--- src/rtl/pio48_pkg.sv ---
package pio48_pkg;

   typedef struct packed {
      logic a_in;
      logic b_in;
      logic clo_in;
      logic chi_in;
   } dir_t;

   localparam int MODE_BIT    = 7;
   localparam int A_DIR_BIT   = 4;
   localparam int CHI_DIR_BIT = 3;
   localparam int B_DIR_BIT   = 1;
   localparam int CLO_DIR_BIT = 0;

   localparam logic [1:0] SEL_A    = 2'd0;
   localparam logic [1:0] SEL_B    = 2'd1;
   localparam logic [1:0] SEL_C    = 2'd2;
   localparam logic [1:0] SEL_CTRL = 2'd3;

   localparam logic [3:0] OFS_IRQ_GATE  = 4'hB;
   localparam logic [3:0] OFS_IRQ_CLEAR = 4'hF;

   function automatic logic [7:0] ctrl_image(input dir_t d);
      logic [7:0] v;
      v = 8'h80;
      v[A_DIR_BIT]   = d.a_in;
      v[CHI_DIR_BIT] = d.chi_in;
      v[B_DIR_BIT]   = d.b_in;
      v[CLO_DIR_BIT] = d.clo_in;
      return v;
   endfunction

endpackage

--- src/rtl/pio48_group.sv ---
module pio48_group
   import pio48_pkg::*;
#(
   parameter int PORT_W      = 8,
   parameter int SYNC_STAGES = 2,
   parameter int IRQ_BIT     = 3
) (
   input  logic                  clk,
   input  logic                  rst_n,
   input  logic                  wr_en,
   input  logic [1:0]            wr_sel,
   input  logic [PORT_W-1:0]     wdata,
   input  logic [1:0]            rd_sel,
   output logic [PORT_W-1:0]     rdata,
   input  logic [3*PORT_W-1:0]   pins_in,
   output logic [3*PORT_W-1:0]   pins_out,
   output logic [3*PORT_W-1:0]   pins_oe,
   output logic                  irq_src
);
   localparam int LANES = 3 * PORT_W;
   localparam int HALF  = PORT_W / 2;
   localparam int IDX_W = $clog2(PORT_W);

   if (PORT_W != 8) begin : g_bad_width
      $error("pio48_group: control encoding requires PORT_W == 8");
   end
   if (SYNC_STAGES < 2) begin : g_bad_sync
      $error("pio48_group: SYNC_STAGES must be at least 2");
   end
   if (IRQ_BIT >= PORT_W) begin : g_bad_irq
      $error("pio48_group: IRQ_BIT outside port C");
   end

   logic [PORT_W-1:0] lat_a, lat_b, lat_c;
   logic [PORT_W-1:0] oe_a, oe_b, oe_c;
   dir_t              dir_q;
   logic [IDX_W-1:0]  bit_idx;

   assign bit_idx = wdata[IDX_W:1];

   always_ff @(posedge clk or negedge rst_n) begin
      if (!rst_n) begin
         lat_a <= '0;
         lat_b <= '0;
         lat_c <= '0;
         dir_q <= '0;
      end else if (wr_en) begin
         case (wr_sel)
            SEL_A: lat_a <= wdata;
            SEL_B: lat_b <= wdata;
            SEL_C: lat_c <= wdata;
            default: begin
               if (wdata[MODE_BIT]) begin
                  dir_q.a_in   <= wdata[A_DIR_BIT];
                  dir_q.b_in   <= wdata[B_DIR_BIT];
                  dir_q.clo_in <= wdata[CLO_DIR_BIT];
                  dir_q.chi_in <= wdata[CHI_DIR_BIT];
                  lat_a <= '0;
                  lat_b <= '0;
                  lat_c <= '0;
               end else if (oe_c[bit_idx]) begin
                  lat_c[bit_idx] <= wdata[0];
               end
            end
         endcase
      end
   end

   assign oe_a = {PORT_W{~dir_q.a_in}};
   assign oe_b = {PORT_W{~dir_q.b_in}};
   assign oe_c = {{HALF{~dir_q.chi_in}}, {HALF{~dir_q.clo_in}}};

   assign pins_out = {lat_c, lat_b, lat_a};
   assign pins_oe  = {oe_c, oe_b, oe_a};

   logic [LANES-1:0] sync_q [SYNC_STAGES];

   for (genvar s = 0; s < SYNC_STAGES; s++) begin : g_sync
      always_ff @(posedge clk or negedge rst_n) begin
         if (!rst_n) begin
            sync_q[s] <= '0;
         end else begin
            if (s == 0) begin
               sync_q[s] <= pins_in;
            end else begin
               sync_q[s] <= sync_q[(s == 0) ? 0 : s-1];
            end
         end
      end
   end

   logic [LANES-1:0] synced;
   logic [LANES-1:0] view;

   assign synced  = sync_q[SYNC_STAGES-1];
   assign view    = (pins_out & pins_oe) | (synced & ~pins_oe);
   assign irq_src = synced[2*PORT_W + IRQ_BIT];

   always_comb begin
      case (rd_sel)
         SEL_A:   rdata = view[PORT_W-1:0];
         SEL_B:   rdata = view[2*PORT_W-1:PORT_W];
         SEL_C:   rdata = view[3*PORT_W-1:2*PORT_W];
         default: rdata = ctrl_image(dir_q);
      endcase
   end

endmodule

--- src/rtl/pio48_irq.sv ---
module pio48_irq #(
   parameter int NUM_SRC = 2
) (
   input  logic               clk,
   input  logic               rst_n,
   input  logic [NUM_SRC-1:0] src,
   input  logic               arm,
   input  logic               disarm,
   input  logic               clear,
   output logic               irq
);
   if (NUM_SRC < 1) begin : g_bad_src
      $error("pio48_irq: NUM_SRC must be positive");
   end

   logic [NUM_SRC-1:0] prev_q;
   logic [NUM_SRC-1:0] rise;
   logic               armed_q;
   logic               pend_q;

   assign rise = src & ~prev_q;

   always_ff @(posedge clk or negedge rst_n) begin
      if (!rst_n) begin
         prev_q  <= '0;
         armed_q <= 1'b0;
         pend_q  <= 1'b0;
      end else begin
         prev_q <= src;
         if (arm) begin
            armed_q <= 1'b1;
         end else if (disarm) begin
            armed_q <= 1'b0;
         end
         if (clear) begin
            pend_q <= 1'b0;
         end else if (armed_q && (|rise)) begin
            pend_q <= 1'b1;
         end
      end
   end

   assign irq = pend_q;

endmodule

--- src/rtl/pio48_regfile.sv ---
module pio48_regfile
   import pio48_pkg::*;
#(
   parameter int NUM_GROUPS  = 2,
   parameter int PORT_W      = 8,
   parameter int ADDR_W      = 4,
   parameter int SYNC_STAGES = 2,
   parameter int IRQ_BIT     = 3
) (
   input  logic                           clk,
   input  logic                           rst_n,
   input  logic [ADDR_W-1:0]              bus_addr,
   input  logic                           bus_wr,
   input  logic                           bus_rd,
   input  logic [PORT_W-1:0]              bus_wdata,
   output logic [PORT_W-1:0]              bus_rdata,
   input  logic [NUM_GROUPS*3*PORT_W-1:0] pin_in,
   output logic [NUM_GROUPS*3*PORT_W-1:0] pin_out,
   output logic [NUM_GROUPS*3*PORT_W-1:0] pin_oe,
   output logic                           irq_req
);
   localparam int GROUP_LINES = 3 * PORT_W;
   localparam int GIDX_W      = ADDR_W - 2;

   if (ADDR_W != 4) begin : g_bad_addr
      $error("pio48_regfile: window is fixed at 16 bytes");
   end
   if (NUM_GROUPS < 1 || NUM_GROUPS * 4 > 8) begin : g_bad_groups
      $error("pio48_regfile: groups must fit below offset 8");
   end

   logic [GIDX_W-1:0] grp_idx;
   logic [1:0]        reg_sel;
   logic              grp_hit;
   logic              gate_hit;
   logic              clear_hit;

   assign grp_idx   = bus_addr[ADDR_W-1:2];
   assign reg_sel   = bus_addr[1:0];
   assign grp_hit   = (int'(grp_idx) < NUM_GROUPS);
   assign gate_hit  = (bus_addr == OFS_IRQ_GATE);
   assign clear_hit = (bus_addr == OFS_IRQ_CLEAR);

   logic [PORT_W-1:0]     grp_rdata [NUM_GROUPS];
   logic [NUM_GROUPS-1:0] irq_src;

   for (genvar g = 0; g < NUM_GROUPS; g++) begin : g_grp
      logic wr_en_g;
      assign wr_en_g = bus_wr && grp_hit && (int'(grp_idx) == g);

      pio48_group #(
         .PORT_W      (PORT_W),
         .SYNC_STAGES (SYNC_STAGES),
         .IRQ_BIT     (IRQ_BIT)
      ) u_group (
         .clk      (clk),
         .rst_n    (rst_n),
         .wr_en    (wr_en_g),
         .wr_sel   (reg_sel),
         .wdata    (bus_wdata),
         .rd_sel   (reg_sel),
         .rdata    (grp_rdata[g]),
         .pins_in  (pin_in [g*GROUP_LINES +: GROUP_LINES]),
         .pins_out (pin_out[g*GROUP_LINES +: GROUP_LINES]),
         .pins_oe  (pin_oe [g*GROUP_LINES +: GROUP_LINES]),
         .irq_src  (irq_src[g])
      );
   end

   always_comb begin
      bus_rdata = '1;
      for (int g = 0; g < NUM_GROUPS; g++) begin
         if (grp_hit && (int'(grp_idx) == g)) begin
            bus_rdata = grp_rdata[g];
         end
      end
   end

   pio48_irq #(
      .NUM_SRC (NUM_GROUPS)
   ) u_irq (
      .clk    (clk),
      .rst_n  (rst_n),
      .src    (irq_src),
      .arm    (bus_wr && gate_hit),
      .disarm (bus_rd && gate_hit),
      .clear  (bus_wr && clear_hit),
      .irq    (irq_req)
   );

endmodule

--- config.mk ---
export PLATFORM = sky130hd
export DESIGN_NAME = pio48_regfile
export DESIGN_NICKNAME = d
export VERILOG_FILES = /design/src/rtl/pio48_pkg.sv /design/src/rtl/pio48_group.sv /design/src/rtl/pio48_irq.sv /design/src/rtl/pio48_regfile.sv
export SDC_FILE = /design/constraint.sdc
export NUM_CORES = 1
export LEC_CHECK = 0
export ABC_CLOCK_PERIOD_IN_PS = 2400
export BUFFER_PORTS_ARGS = -buffer_cell sky130_fd_sc_hd__buf_4
export CORE_MARGIN = 3
export CORE_UTILIZATION = 32
export CTS_CLUSTER_SIZE = 25
export DETAILED_ROUTE_END_ITERATION = 10
export GPL_TIMING_DRIVEN = 0
export PLACE_DENSITY = 0.56
export SKIP_CTS_REPAIR_TIMING = 1
export SLEW_MARGIN = 20
export SYNTH_ARGS = -nofsm -noshare
export SYNTH_HDL_FRONTEND = slang
export SYNTH_SLANG_ARGS = --single-unit
--- constraint.sdc ---
create_clock -name clk -period 2.4 [get_ports clk]
set_input_delay 0.24 -clock clk [delete_from_list [all_inputs] [get_ports clk]]
set_output_delay 0.24 -clock clk [all_outputs]
set_load 0.005 [all_outputs]
# Word level (Yosys, flattened, before mapping)
# Index checks and enable logic that the tools add are counted.
# word_totals
inputBits	64
elab_cells	107
register_bits	156
out_inout_bits	105
# op_classes
muxes	25
n_eq_ne	5
n_reduce_logical	31
magnitude_cmp	3
bitwise_logic	22
# ops
cell	n
AND 24 bit	4
case mux 8 bit (2 select lines)	4
two-way mux 8 bit	7
NOT 24 bit	2
bitwise OR 24 bit	2
case mux 8 bit (3 select lines)	2
AND reduction 3 bit	8
bitwise mux 8 bit	2
NOT 1 bit	12
logical AND 1 bit	10
equality test 4 bit, second input constant	2
nonzero test 2 bit	4
OR reduction 2 bit	4
two-way mux 1 bit	7
binary-select mux 1 bit (select 3 bit)	2
nonzero test 3 bit	2
equality test 2 bit, second input constant	2
logical NOT 2 bit	2
less-than comparator 3 x 4 -> 1 bit, second input constant	1
demux 1 bit (select 3 bit)	1
greater-or-equal comparator 3 x 1 -> 1 bit, second input constant	1
OR reduction 3 bit	1
AND 2 bit	1
equality test 2 x 1 -> 1 bit, second input constant	1
2 further kinds	2

# Depth between registers and ports, before layout
# Gate-level depths: netlist (run 1).
# logic_depth
word_depth	8
ltp_mapped	8
mapped_depth_nobuf	6

# Modules after synthesis
# A second synthesis (run 1) with hierarchy kept.
# hier_totals
hier_cells	600
area_unflattened_um2	7024.2
# by_module_without_submodules
module	cells_per_inst	area_per_inst_um2	seq_area_each_um2	instances
pio48_group at g_grp[1].u_group	282	3384.5	1901.8	1
pio48_group at g_grp[0].u_group	280	3303.2	1901.8	1
pio48_regfile	27	193.9	0.0	1
pio48_irq	11	142.6	100.1	1

# Worst setup path before layout (run 1)
# OpenSTA, ideal clock, no wires.
# synth_path
path_type	register -> output
start	register g_grp[0].u_group.dir_q[2] in the netlist's numbering
end	output port bus_rdata[3]
stages_incl_launch_ff	6
path_slack_ns	0.589
required_ns	2.160
arrival_ns	1.571
path_cell_list	dfrtp_1 > clkbuf_1 > mux2i_1 > o22ai_1 > or4_1 > and3_1
# synth_via
elab_chain_cells	7
word_cells_on_any_way	8
cone_classes	3 x mux; 5 x bitwise
# synth_lines
item	line_no	source
from (decl)	pio48_group.sv:36	dir_t dir_q;
NOT 1 bit (*)	pio48_group.sv:70	assign oe_b = {PORT_W{~dir_q.b_in}};
NOT 24 bit	pio48_group.sv:96	assign view = (pins_out & pins_oe) | (synced & ~pins_oe);
AND 24 bit	pio48_group.sv:96	
bitwise OR 24 bit (*)	pio48_group.sv:96	
case mux 8 bit (3 select lines) (*)	pio48_group.sv:100	case (rd_sel)
two-way mux 8 bit (*) (2 in series)	pio48_regfile.sv:73	if (grp_hit && (int'(grp_idx) == g)) begin
to (decl)	pio48_regfile.sv:16	output logic [PORT_W-1:0] bus_rdata,
# Mark *: on every way between the ends. The rest lies on a longest branch, timed or not.

# Final worst setup path (run 1)
# layout_path
start	register g_grp[1].u_group.dir_q[1] in the netlist's numbering
end	output port bus_rdata[0]
# layout_via
elab_chain_cells	6
word_cells_on_any_way	7
cone_classes	2 x mux; 5 x bitwise
# layout_lines
item	line_no	source
from (decl)	pio48_group.sv:36	
NOT 1 bit	pio48_group.sv:71	assign oe_c = {{HALF{~dir_q.chi_in}}, {HALF{~dir_q.clo_in}}};
NOT 24 bit	pio48_group.sv:96	
AND 24 bit	pio48_group.sv:96	
bitwise OR 24 bit	pio48_group.sv:96	
case mux 8 bit (3 select lines) (*)	pio48_group.sv:100	
two-way mux 8 bit (*)	pio48_regfile.sv:73	
# Marked as above.

==> summary.md, run 1 <==
The initial antenna violation count is 0, and the count of inserted antenna diode cells is 0. Dividing total power by cell area gives a power density of 839.5 mW/mm2. For the weighted congestion at the end of routability-driven global placement, the log shows 0.8995. On the final layout, the worst clock skew is 0.008627 ns.

The number of levels in the clock H-tree was 4; the height of the die was 148.1 um. Number of enable-type register cells in the synthesized netlist: 0. After routing, the total negative slack on setup checks comes to 0 ns. Summing the sequential cell areas from Yosys gives 60.44% of the chip area. In this run, synthesis produced a sequential element count of 156.

The routed length per instance works out to 17.88 um. The flow ran to the end, and the final reports show no timing, DRC or antenna violations. For this block, the routed nets add up to 18.79 mm of wire. After clock tree synthesis, the clock-pin slew on the worst setup and hold paths is 0.07 ns. The logs give 17.04% for the total routing usage reported by global routing and 254 for the iteration-0 DRC count of the detailed router.

Setup repair after global routing could not meet its margin everywhere. In this run the remaining antenna-violating nets after routing total 0. The tools report the number of instances in the synthesized netlist as 533.

The tools report the detailed-router iteration count before antenna repair as 4. Leaving out fill and tap cells, the most frequent cells in the layout are 212 x buf_4, 154 x dfrtp_1, 49 x dlygate4sd3_1, 39 x nand2_1. For the pin with the worst max-slew slack, the measured transition is 0.6678 ns.

Registers take 0.003906 mm2. The final-report hold violation count was 0; the maximum fanout along the worst path was 7. The number of maximum-capacitance constraint violations was 0. For the area taken by multi-input logic gates, the log shows 0.002062 mm2. Yosys attributes the largest share of cell area to dfrtp_1 60%, mux2i_1 6.8%, mux2_2 5.1%, buf_4 4.6%, o21ai_0 3.1%. STA classifies the critical path endpoint as an output pin. The via count of the first global-routing pass is 4,774, and the half-perimeter wire length of the detailed placement result is 13.99 mm. Data on the critical path arrives at its endpoint at 2.12 ns. The worst stage delay on the critical path was 0.49 ns.

The floorplan has 51 rows. The top cell type's share of synthesized area was 60.44%. The critical path goes through clkbuf_4 > mux2i_2 > o22ai_1 > or4_1 > and3_4 > buf_4. The path class of the tightest hold or removal check is input port to register. The detailed router placed 4,815 vias in this run.

The cell at the root of the clock tree is clkbuf_16. The total overflow left after global routing is 0. The effective utilization at floorplan is 32.86%, and the combined area of all synthesized cells is 0.006459 mm2. The worst setup path category is register to output pin. The share of the cycle needed by the critical path after routing is 98.14%, and the floorplan die width is 148.1 um. Dividing the detail-routed via count by the number of cells gives 4.581.

Post-synthesis net count: 603. In the synthesized netlist the dominant register cell turns out to be dfrtp_1. Critical register-to-register path startpoint: g_grp[0].u_group.dir_q[0]. dfrtp_1 takes more of the synthesized area than any other cell.

The floorplan core area is 0.01965 mm2, and the final critical delay including setup and external delays is 2.355 ns. The first global-routing pass estimated 27.98 mm of wire. The leading cell type in the layout, fill and taps excluded was buf_4. The tools report the number of remaining DRC errors as 0. The worst pin sits at a relative slew slack of 55.32%.

TritonCTS built the clock tree. For the max-slew violation count, the log shows 0. For the number of nets in the final layout, the log shows 843.

Entering global routing, the biggest net connects 103 pins. The fraction of registers with async set or reset after synthesis is 100.0%, and the total of buffers placed on input and output ports is 165. The design draws 7.828 mW. For the worst-skew pair later-pin latency, the log shows 0.42 ns.

The tools report the startpoint class of the critical path as a register. Data on the critical path is required at its endpoint by 2.16 ns. The Yosys step of the flow raised 0 warnings. The maximum clock rate is 424.6 MHz. The tools report the worst min-delay path startpoint as bus_addr[2].

The area added between synthesis and finish is 44.38%. Fill cells in the final layout number 1,837. The worst-path cell with the longest stage delay was or4_1. The logs give 2 for the maximum root-to-sink buffer count and 156 for the number of sinks on the clock net. The floorplan step defined a die boundary enclosing 0.02192 mm2. Setup violations remaining at the end of the flow were counted as 0. The maximum vdd drop is 0.4765 mV. The tools report the leakage dissipation as 4.455 nW. In this run the mean area of a mapped cell was 12.12 um2. The share of final-layout standard cells stronger than drive strength 1 is 39.69%, and the clock buffer count from CTS is 17. Yosys mapped the design onto 47 distinct sky130hd cell types. For the I/O pin count, the log shows 169. In this run the worst setup path begins at g_grp[1].u_group.dir_q[1].
[through the flow]
step / hold slack [ns] / area, um2 / instances / setup WS, ns / util [%]
floorplan: -0.05559 / 6459 / 533 / 0.5889 / -
global placement: 0.3341 / 8029 / 963 / -0.01808 / 40.85
detailed placement: 0.1874 / 8064 / 964 / -0.03409 / 41.03
CTS: -0.2702 / 8707 / 996 / -0.3393 / 44.30
global route: 0.08086 / 9325 / 1051 / -0.03833 / 47.45
finish: 0.09049 / 9325 / 1051 / 0.04474 / 47.45
[report_power, final]
part           internal, mW  switching (mW)
combinational          1.08           0.819
sequential             2.88           0.173
clock                  1.81            1.08
total                  5.76            2.07
[cell families (layout without fill, tap and decap cells)]
family                   Yosys count  count (layout)  share of synthesized area [%]
AND/OR/NAND/NOR                  104             104                          7.846
AO/OA/AOI/OAI                     99              99                          10.15
buffers and inverters             94             347                          8.349
adder cells (fa/ha/maj)            6               6                          1.162
flip-flops                       156             156                          60.44
multiplexers                      74              74                          12.05
[registers in the layout (all words and copies together) (netlist names)]
| register | cells |
|---|---|
| g_grp.u_group.sync_q | 48 |
| g_grp.u_group.synced | 48 |
| g_grp.u_group.lat_a | 16 |
| g_grp.u_group.lat_b | 16 |
| g_grp.u_group.lat_c | 16 |
| g_grp.u_group.dir_q | 8 |
| u_irq.prev_q | 2 |
| u_irq.armed_q | 1 |
| u_irq.irq | 1 |
[worst paths after layout]
kind	cells past startpoint	slack, ns	to
worst max register to register	5	0.71	g_grp[0].u_group.lat_c[4]
worst min-delay path	2	0.09	u_irq.irq
worst max-delay path	6	0.04	bus_rdata[0]
min in group asynchronous	2	0.31	g_grp[1].u_group.synced[16]
worst min register to register	0	0.35	g_grp[1].u_group.synced[18]
max in group asynchronous	3	1.24	g_grp[1].u_group.synced[13]
[worst max-delay path, delay by kind of cell (launching register included)]
family,cells,cell delay (ns)
buffers and inverters,2,0.33
AND/OR/NAND/NOR,2,0.68
multiplexers,1,0.27
AO/OA/AOI/OAI,1,0.09
flip-flops,1,0.33
[cells in the mapped netlist, types with 4 or more instances]
cell and instances:
o22ai_1 13, buf_2 11, o21ai_0 40, clkbuf_1 12, a21oi_1 6, o22a_1 4, nand3_1 10, inv_1 27
ha_1 6, mux2_2 29, o31ai_1 7, and2_1 6, dfrtp_1 156, or4_1 4, nand2b_1 4, mux2i_1 44
nand2_1 39, nor2_1 26, buf_4 40
[cell type report]
| cell class | instances | share of cell area, % |
|---|---|---|
| clock buffers | 20 | 4.897 |
| multi-input cells | 283 | 22.11 |
| inverters | 28 | 1.127 |
| clock inverters | 12 | 1.999 |
| plain buffers | 64 | 4.857 |
| flip-flops and latches | 156 | 41.89 |
| repair buffers | 223 | 19.56 |
| well taps | 265 | 3.556 |
[routing by layer]
layer	share of wire (%)	wire, um	track usage (%)
met5	0	0	0
met4	2.5	463	6.975
met3	7.5	1418	5.210
met2	46	8712	26.56
met1	44	8196	22.30
Note: power is estimated with default switching activity, not from simulation.
==> inputs of run 2 (changes only) <==
==> constraint.sdc (replaced) <==
create_clock -name clk -period 2.4 [get_ports clk]
set_input_delay 0.12 -clock clk [delete_from_list [all_inputs] [get_ports clk]]
set_output_delay 0.12 -clock clk [all_outputs]
set_load 0.005 [all_outputs]
==> run 2 against run 1 <==
The run now ends with negative hold slack left; power shrank 0.89%; maximum frequency grew 3.2%; hold slack lost 0.093 ns; clock skew grew 0.0020 ns; first-iteration DRC count shrank 4.3%; sequential power is essentially flat; setup slack gained 0.073 ns; via count shrank 0.42%; flip-flop and latch count is the same; clock-buffer cell count is the same; non-clock buffer count shrank 4; combinational power shrank 4%; largest cell class unchanged.
==> summary.md, run 2 (synthesized netlist as in run 1, its figures left out) <==
Setup violations remaining at the end of the flow were counted as 0. The number of nets in the final layout was 839; the maximum root-to-sink buffer count was 2. The area taken by multi-input logic gates is 0.002039 mm2. The HPWL after detailed placement is 13.99 mm. Net switching is 26.42% of the power.

Across every metal layer, demand over resource in global routing totals 17.04%. The later pin in the worst-skew pair is clocked with a latency of 0.42 ns. The area added between synthesis and finish was 43.41%. Traced cell by cell, the critical path runs through buf_2 > mux2i_2 > o22ai_1 > or4_1 > and3_1 > buf_4. Total power draw: 7.759 mW. The library cells used most frequently in the layout, excluding fill and tap cells, are 204 x buf_4, 154 x dfrtp_1, 53 x dlygate4sd3_1, 40 x mux2i_1, 40 x o21ai_0. The run gives 4,774 as the via count of the first global-routing pass. Post-detailed-route via-to-cell ratio: 4.580. The switching power of the nets was 2.050 mW. The slowest stage of the critical path is the or4_1 cell.

The worst setup path category was register to output pin. The worst hold slack came out at -0.002865 ns. The clock drives 156 sinks.

The first-pass GRT wire length was 27.98 mm. Per report_power, the combinational group accounts for 23.4% of the total. The post-route netlist has 37.98% of its cells at a drive strength greater than 1.

Setup repair after global routing left no endpoint under its margin. The setup check on the worst reg-to-reg path leaves a slack of 0.70 ns. For the final setup skew, the log shows 0.01065 ns. The maximum number of pins on one net before global-route repair was 103; the number of levels in the clock H-tree was 4. The initial utilization of the core area, before any placement, comes to 32.86%. STA puts the critical path data arrival time at 2.16 ns. For the worst setup path, the data required time is 2.28 ns. The die is 148.1 um tall. The run gives 1 as the final-report hold violation count. The area of the die was 0.02192 mm2. The clock transition at the registers of the reported paths was 0.07 ns. In this design, the largest share of critical-path delay is due to simple AND/OR/NAND/NOR gates.

The clock buffer count from CTS is 17. The finished cells cover 0.009263 mm2. The maximum fanout along the worst path was 6. The path class of the tightest hold or removal check is input port to register.

The share of the cycle needed by the critical path after routing came out at 95.11%. For the max-slew violation count, the log shows 0. The number of routed nets with antenna violations was 0. The leading cell type in the layout, fill and taps excluded was buf_4. The I/O pin count came out at 169.

The checks that failed: negative hold slack. After detailed routing, the total wire length is 18.73 mm. The root buffer cell chosen for the clock tree is clkbuf_16. The count of inserted antenna diode cells is 0, and the routed length per instance is 17.89 um. STA classifies the critical path startpoint as a register. TritonCTS built the clock tree.

The leakage dissipation is 4.422 nW. Floorplan die width: 148.1 um. For the initial antenna violation count, the log shows 0.

The share of total power dissipated in the clock network is 37.2%. The internal portion of the total power is 5.709 mW. For the pin with the worst max-slew slack, the measured transition is 0.6288 ns. Sequential cells account for 39.4% of the total power. Summing all placed instances gives a cell area of 0.008064 mm2.

The clock period could shrink to 2.283 ns. Number of maximum-capacitance constraint violations: 0. The first routing iteration left 243 violations. After detailed routing, the number of remaining DRC violations is 0.

The worst setup path is captured at an output pin. The logs give 0.01965 mm2 for the floorplan core area and 0 for the global route total overflow. The tools report the total via count in the routed design as 4,795. The maximum clock rate was 438.1 MHz. VDD sags by at most 0.4777 mV. The normalized max-slew margin is 58.08%. The run finished, with violations left.

At the end of routability-driven placement, the weighted congestion stood at 0.8995. The worst stage delay on the critical path is 0.46 ns. In this run the power density over the cells is 837.7 mW/mm2. The filler cells instantiated in the layout total 1,843.

The total of buffers placed on input and output ports was 165. Number of buffer and inverter stages on the critical path: 2. The area occupied by registers was 0.003906 mm2; the total number of placement rows was 51.

The detailed-router iteration count before antenna repair was 4.
run 2: changes by cell type in the layout (fill, tap and decap cells not counted), moves of 2 or more:
cell | previous run | this run
buf_2 | 6 | 10
dlygate4sd3_1 | 49 | 53
o21ai_1 | 4 | 2
o21ai_0 | 38 | 40
clkbuf_2 | 2 | 0
mux2i_1 | 38 | 40
clkbuf_1 | 9 | 11
clkbuf_4 | 3 | 0
mux2i_2 | 5 | 3
buf_4 | 212 | 204
run 2: area by class of cell:
cell class	count	area share [%]
Clock inverter	12	2.013
Inverter	28	1.135
Tap cell	265	3.580
Clock buffer	20	4.930
Buffer	64	4.674
Timing Repair Buffer	219	19.48
Multi-Input combinational cell	283	22.02
Sequential cell	156	42.17
run 2: metrics by stage:
step	TNS, ns	hold slack [ns]	cells	setup slack, ns	utilization (%)
4_1_cts	-0.6052	-0.3902	996	-0.2193	44.30
2_1_floorplan	0	-0.1756	533	0.7089	-
6_report	0	-0.002865	1047	0.1174	47.13
5_1_grt	0	0.002600	1047	0.004860	47.13
3_3_place_gp	0	0.2291	963	0.2219	40.85
3_5_place_dp	0	0.06738	964	0.2059	41.03
run 2: final timing paths:
path	cells past startpoint	to	from
worst min-delay path	3	g_grp[1].u_group.lat_b[6]	bus_wdata[6]
worst max-delay path	6	bus_rdata[0]	g_grp[0].u_group.dir_q[1]
min in group asynchronous	2	g_grp[1].u_group.synced[16]	rst_n
max in group asynchronous	3	g_grp[1].u_group.synced[4]	rst_n
worst max register to register	5	g_grp[1].u_group.lat_c[4]	g_grp[1].u_group.dir_q[0]
worst min register to register	0	g_grp[1].u_group.synced[18]	g_grp[1].u_group.sync_q[42]
run 2: tightest hold or removal path, delay by kind of cell:
kind / cells / cell delay [ns]
AO/OA/AOI/OAI: 1 / 0.07
buffers and inverters: 1 / 0.12
AND/OR/NAND/NOR: 1 / 0.06
run 2: power by group through the flow:
stage | combinational [mW] | clock [mW] | sequential, mW
6_report | 1.82 | 2.88 | 3.06
3_5_place_dp | 1.79 | 0 | 3.07
3_3_place_gp | 1.76 | 0 | 3.06
2_1_floorplan | 0.852 | 0 | 3.04
5_1_grt | 1.97 | 3.08 | 3.09
4_1_cts | 1.79 | 2.97 | 3.02
run 2: layer usage:
| metal | wire length (um) | global-route usage, % | vias up | share of wire (%) |
|---|---|---|---|---|
| li1 | - | - | 2268 | - |
| met2 | 8668 | 26.56 | 189 | 46 |
| met3 | 1388 | 5.210 | 25 | 7.4 |
| met1 | 8158 | 22.30 | 2313 | 44 |
| met4 | 512 | 6.975 | 0 | 2.7 |
| met5 | 0 | 0 | - | 0 |
==> inputs of run 3 (changes only) <==
--- a/config.mk
+++ b/config.mk
@@ -5,9 +5,9 @@
 export SDC_FILE = /design/constraint.sdc
 export NUM_CORES = 1
 export LEC_CHECK = 0
-export ABC_CLOCK_PERIOD_IN_PS = 2400
+export ABC_CLOCK_PERIOD_IN_PS = 2650
 export BUFFER_PORTS_ARGS = -buffer_cell sky130_fd_sc_hd__buf_4
-export CORE_MARGIN = 3
+export CORE_MARGIN = 2
 export CORE_UTILIZATION = 32
 export CTS_CLUSTER_SIZE = 25
 export DETAILED_ROUTE_END_ITERATION = 10
==> constraint.sdc (replaced) <==
create_clock -name clk -period 2.65 [get_ports clk]
set_input_delay 0.1325 -clock clk [delete_from_list [all_inputs] [get_ports clk]]
set_output_delay 0.1325 -clock clk [all_outputs]
set_load 0.005 [all_outputs]
==> run 3 against run 2 <==
The run now ends clean; critical path depth unchanged; largest power group unchanged; utilization decreased by 0.40 points; register-to-register slack better by 0.24 ns; global-route usage rose by 0.64 points.
==> summary.md, run 3 (synthesized netlist as in run 1, its figures left out) <==
The worst setup path is launched from a register. The maximum vdd drop was 0.4554 mV; the clock transition at the registers of the reported paths was 0.06 ns. The final-report hold violation count came out at 0. For the worst-skew pair, the clock arrives at the later sink with an insertion delay of 0.42 ns. The routed length per instance came out at 17.84 um. Subtracting the final worst setup slack from the clock period gives 2.515 ns. Post-detailed-route via-to-cell ratio: 4.643. In this run the most used layer during global routing was met2. Data on the critical path is required at its endpoint by 2.52 ns.

The I/O pin count came out at 169. Internal power comes to 5.059 mW. For the pin with the worst max-slew slack, the measured transition is 0.7394 ns. The logs give 156 for the number of sinks on the clock net and 50.53% for the normalized max-slew margin.

The flow ran to the end, and the final reports show no timing, DRC or antenna violations. The congestion estimate from routability-driven global placement came to 0.8451. For the worst setup path, the data arrival time is 2.38 ns. Clock tree synthesis inserted a total of 17 buffers. The final route contains 4,852 vias.

The floorplan die width works out to 146.1 um. For the worst slack after detailed placement, the log shows 0.4065 ns. The worst path uses 94.92% of the clock period. The tools report the global route total overflow as 0. Among cell families on the critical path, the largest total delay comes from simple AND/OR/NAND/NOR gates. For the max-slew violation count, the log shows 0. From synthesis to final layout, the design area changed by 42.19%. For met1 alone, demand over resource in global routing was 23.89%.

Port buffering added 165 buffers. The tools report the critical register-to-register path startpoint as g_grp[1].u_group.dir_q[0]. The height of the die works out to 146.1 um. The relative contribution of combinational cells to total power is 23.4%, and the worst hold slack is 0.005616 ns. The logs give 837 for the number of nets in the final layout and 0.1345 ns for the post-route worst setup slack.

The utilization after layout was 46.73%; the count of inserted antenna diode cells was 0. After floorplanning, the core was divided into 51 placement rows. Once detailed placement completed, the half-perimeter wirelength came to 13.85 mm. The final setup violation count is 0.

The root buffer cell chosen for the clock tree is clkbuf_16. Setup repair after global routing left no endpoint under its margin. For the initial antenna violation count, the log shows 0. The via count of the first global-routing pass was 4,756; the number of routed nets with antenna violations was 0. The floorplan core area was 0.01965 mm2. The class of the worst hold path is input port to register.

Counting both buffers and inverters, the worst setup path holds a total of 2. TritonCTS built the clock tree. Leaving out fill and tap cells, the most frequent cells in the layout are 204 x buf_4, 156 x dfrtp_1, 51 x dlygate4sd3_1, 44 x mux2i_1, 40 x o21ai_0. The maximum fanout along the worst path was 9; the area of the die was 0.02134 mm2. Total routing usage reported by global routing: 17.69%.

Entering global routing, the biggest net connects 105 pins. The first routing iteration left 330 violations. The first global-routing pass estimated 28.31 mm of wire. The critical path goes through buf_2 > mux2i_1 > o22ai_1 > or4_1 > and3_1 > buf_4. The detailed-router iteration count before antenna repair was 5. The switching power of the nets is 1.855 mW. For this design the ratio of total power to cell area is 752.8 mW/mm2. The worst setup path startpoint was g_grp[1].u_group.dir_q[3]. The post-route netlist has 37.18% of its cells at a drive strength greater than 1.

The total routed wirelength is 18.65 mm, and the final setup skew is 0.006442 ns. Number of remaining DRC errors: 0. Setup total negative slack on the finished layout was measured at 0 ns.

The tools report the worst min-delay path startpoint as bus_wdata[5]. The share of total power in sequential cells was 40.0%; the number of levels in the clock H-tree was 4. The number of maximum-capacitance constraint violations is 0, and the global-route track usage on met2 is 27.48%. The worst setup path is of the register to output pin kind. Derived from the worst setup path, the maximum achievable clock frequency is 397.5 MHz. STA classifies the critical path endpoint as an output pin. The relative contribution of the clock network to total power was 36.5%; the fraction of power spent switching nets was 26.83%. The library cell used most frequently in the layout, excluding fill and tap cells, is buf_4.

The run gives 32.86% as the effective utilization at floorplan. The worst-path cell with the longest stage delay was or4_1. The met3 capacity usage during global routing is 5.094%, and the maximum root-to-sink buffer count is 2. Summed over all cells, the static leakage comes to 4.410 nW. For this run, the slowest stage of the critical path takes 0.49 ns.
[run 3: layout make-up]
cell class              count  area, um2
fillers                  1836      10470
flip-flops and latches    156       3904
multi-input cells         283       2016
repair buffers            217       1784
clock buffers              21      460.4
plain buffers              64      426.7
well taps                 265      331.6
clock inverters            11      156.4
inverters                  28      105.1
[run 3: power groups by stage]
stage | logic [mW] | registers, mW | clock network, mW
6_report | 1.62 | 2.77 | 2.53
2_1_floorplan | 0.771 | 2.75 | 0
5_1_grt | 1.75 | 2.80 | 2.70
3_3_place_gp | 1.58 | 2.78 | 0
4_1_cts | 1.61 | 2.74 | 2.59
3_5_place_dp | 1.61 | 2.79 | 0
[run 3: per-stage QoR]
step                      instances  instance area, um2  power [mW]
after detailed placement        964                8064       4.391
final                          1045                9184       6.914
after global placement          963                8029       4.359
after CTS                       996                8681       6.944
after global routing           1045                9184       7.247
after floorplan                 533                6459       3.521
[run 3: routing by layer]
layer,vias to the layer above,wire [um]
li1,2264,-
met1,2371,8374
met2,194,8667
met3,23,1211
met4,0,393
met5,-,0
[run 3: path summary, 6_finish.rpt]
check / to / slack [ns] / cells after the start
setup / recovery: bus_rdata[0] / 0.13 / 6
hold / removal: g_grp[1].u_group.lat_b[5] / 0.006 / 3
setup reg to reg: g_grp[1].u_group.lat_c[4] / 0.94 / 5
hold reg to reg: g_grp[1].u_group.synced[18] / 0.34 / 0
max in group asynchronous: g_grp[1].u_group.lat_b[2] / 1.60 / 3
min in group asynchronous: g_grp[0].u_group.synced[17] / 0.20 / 2
[run 3: worst register-to-register path: cells and delay by family (launching register included)]
family                 cells  cell delay, ns
AO/OA/AOI/OAI              1            0.51
multiplexers               2            0.44
flip-flops                 1            0.32
buffers and inverters      1            0.25
AND/OR/NAND/NOR            1            0.09
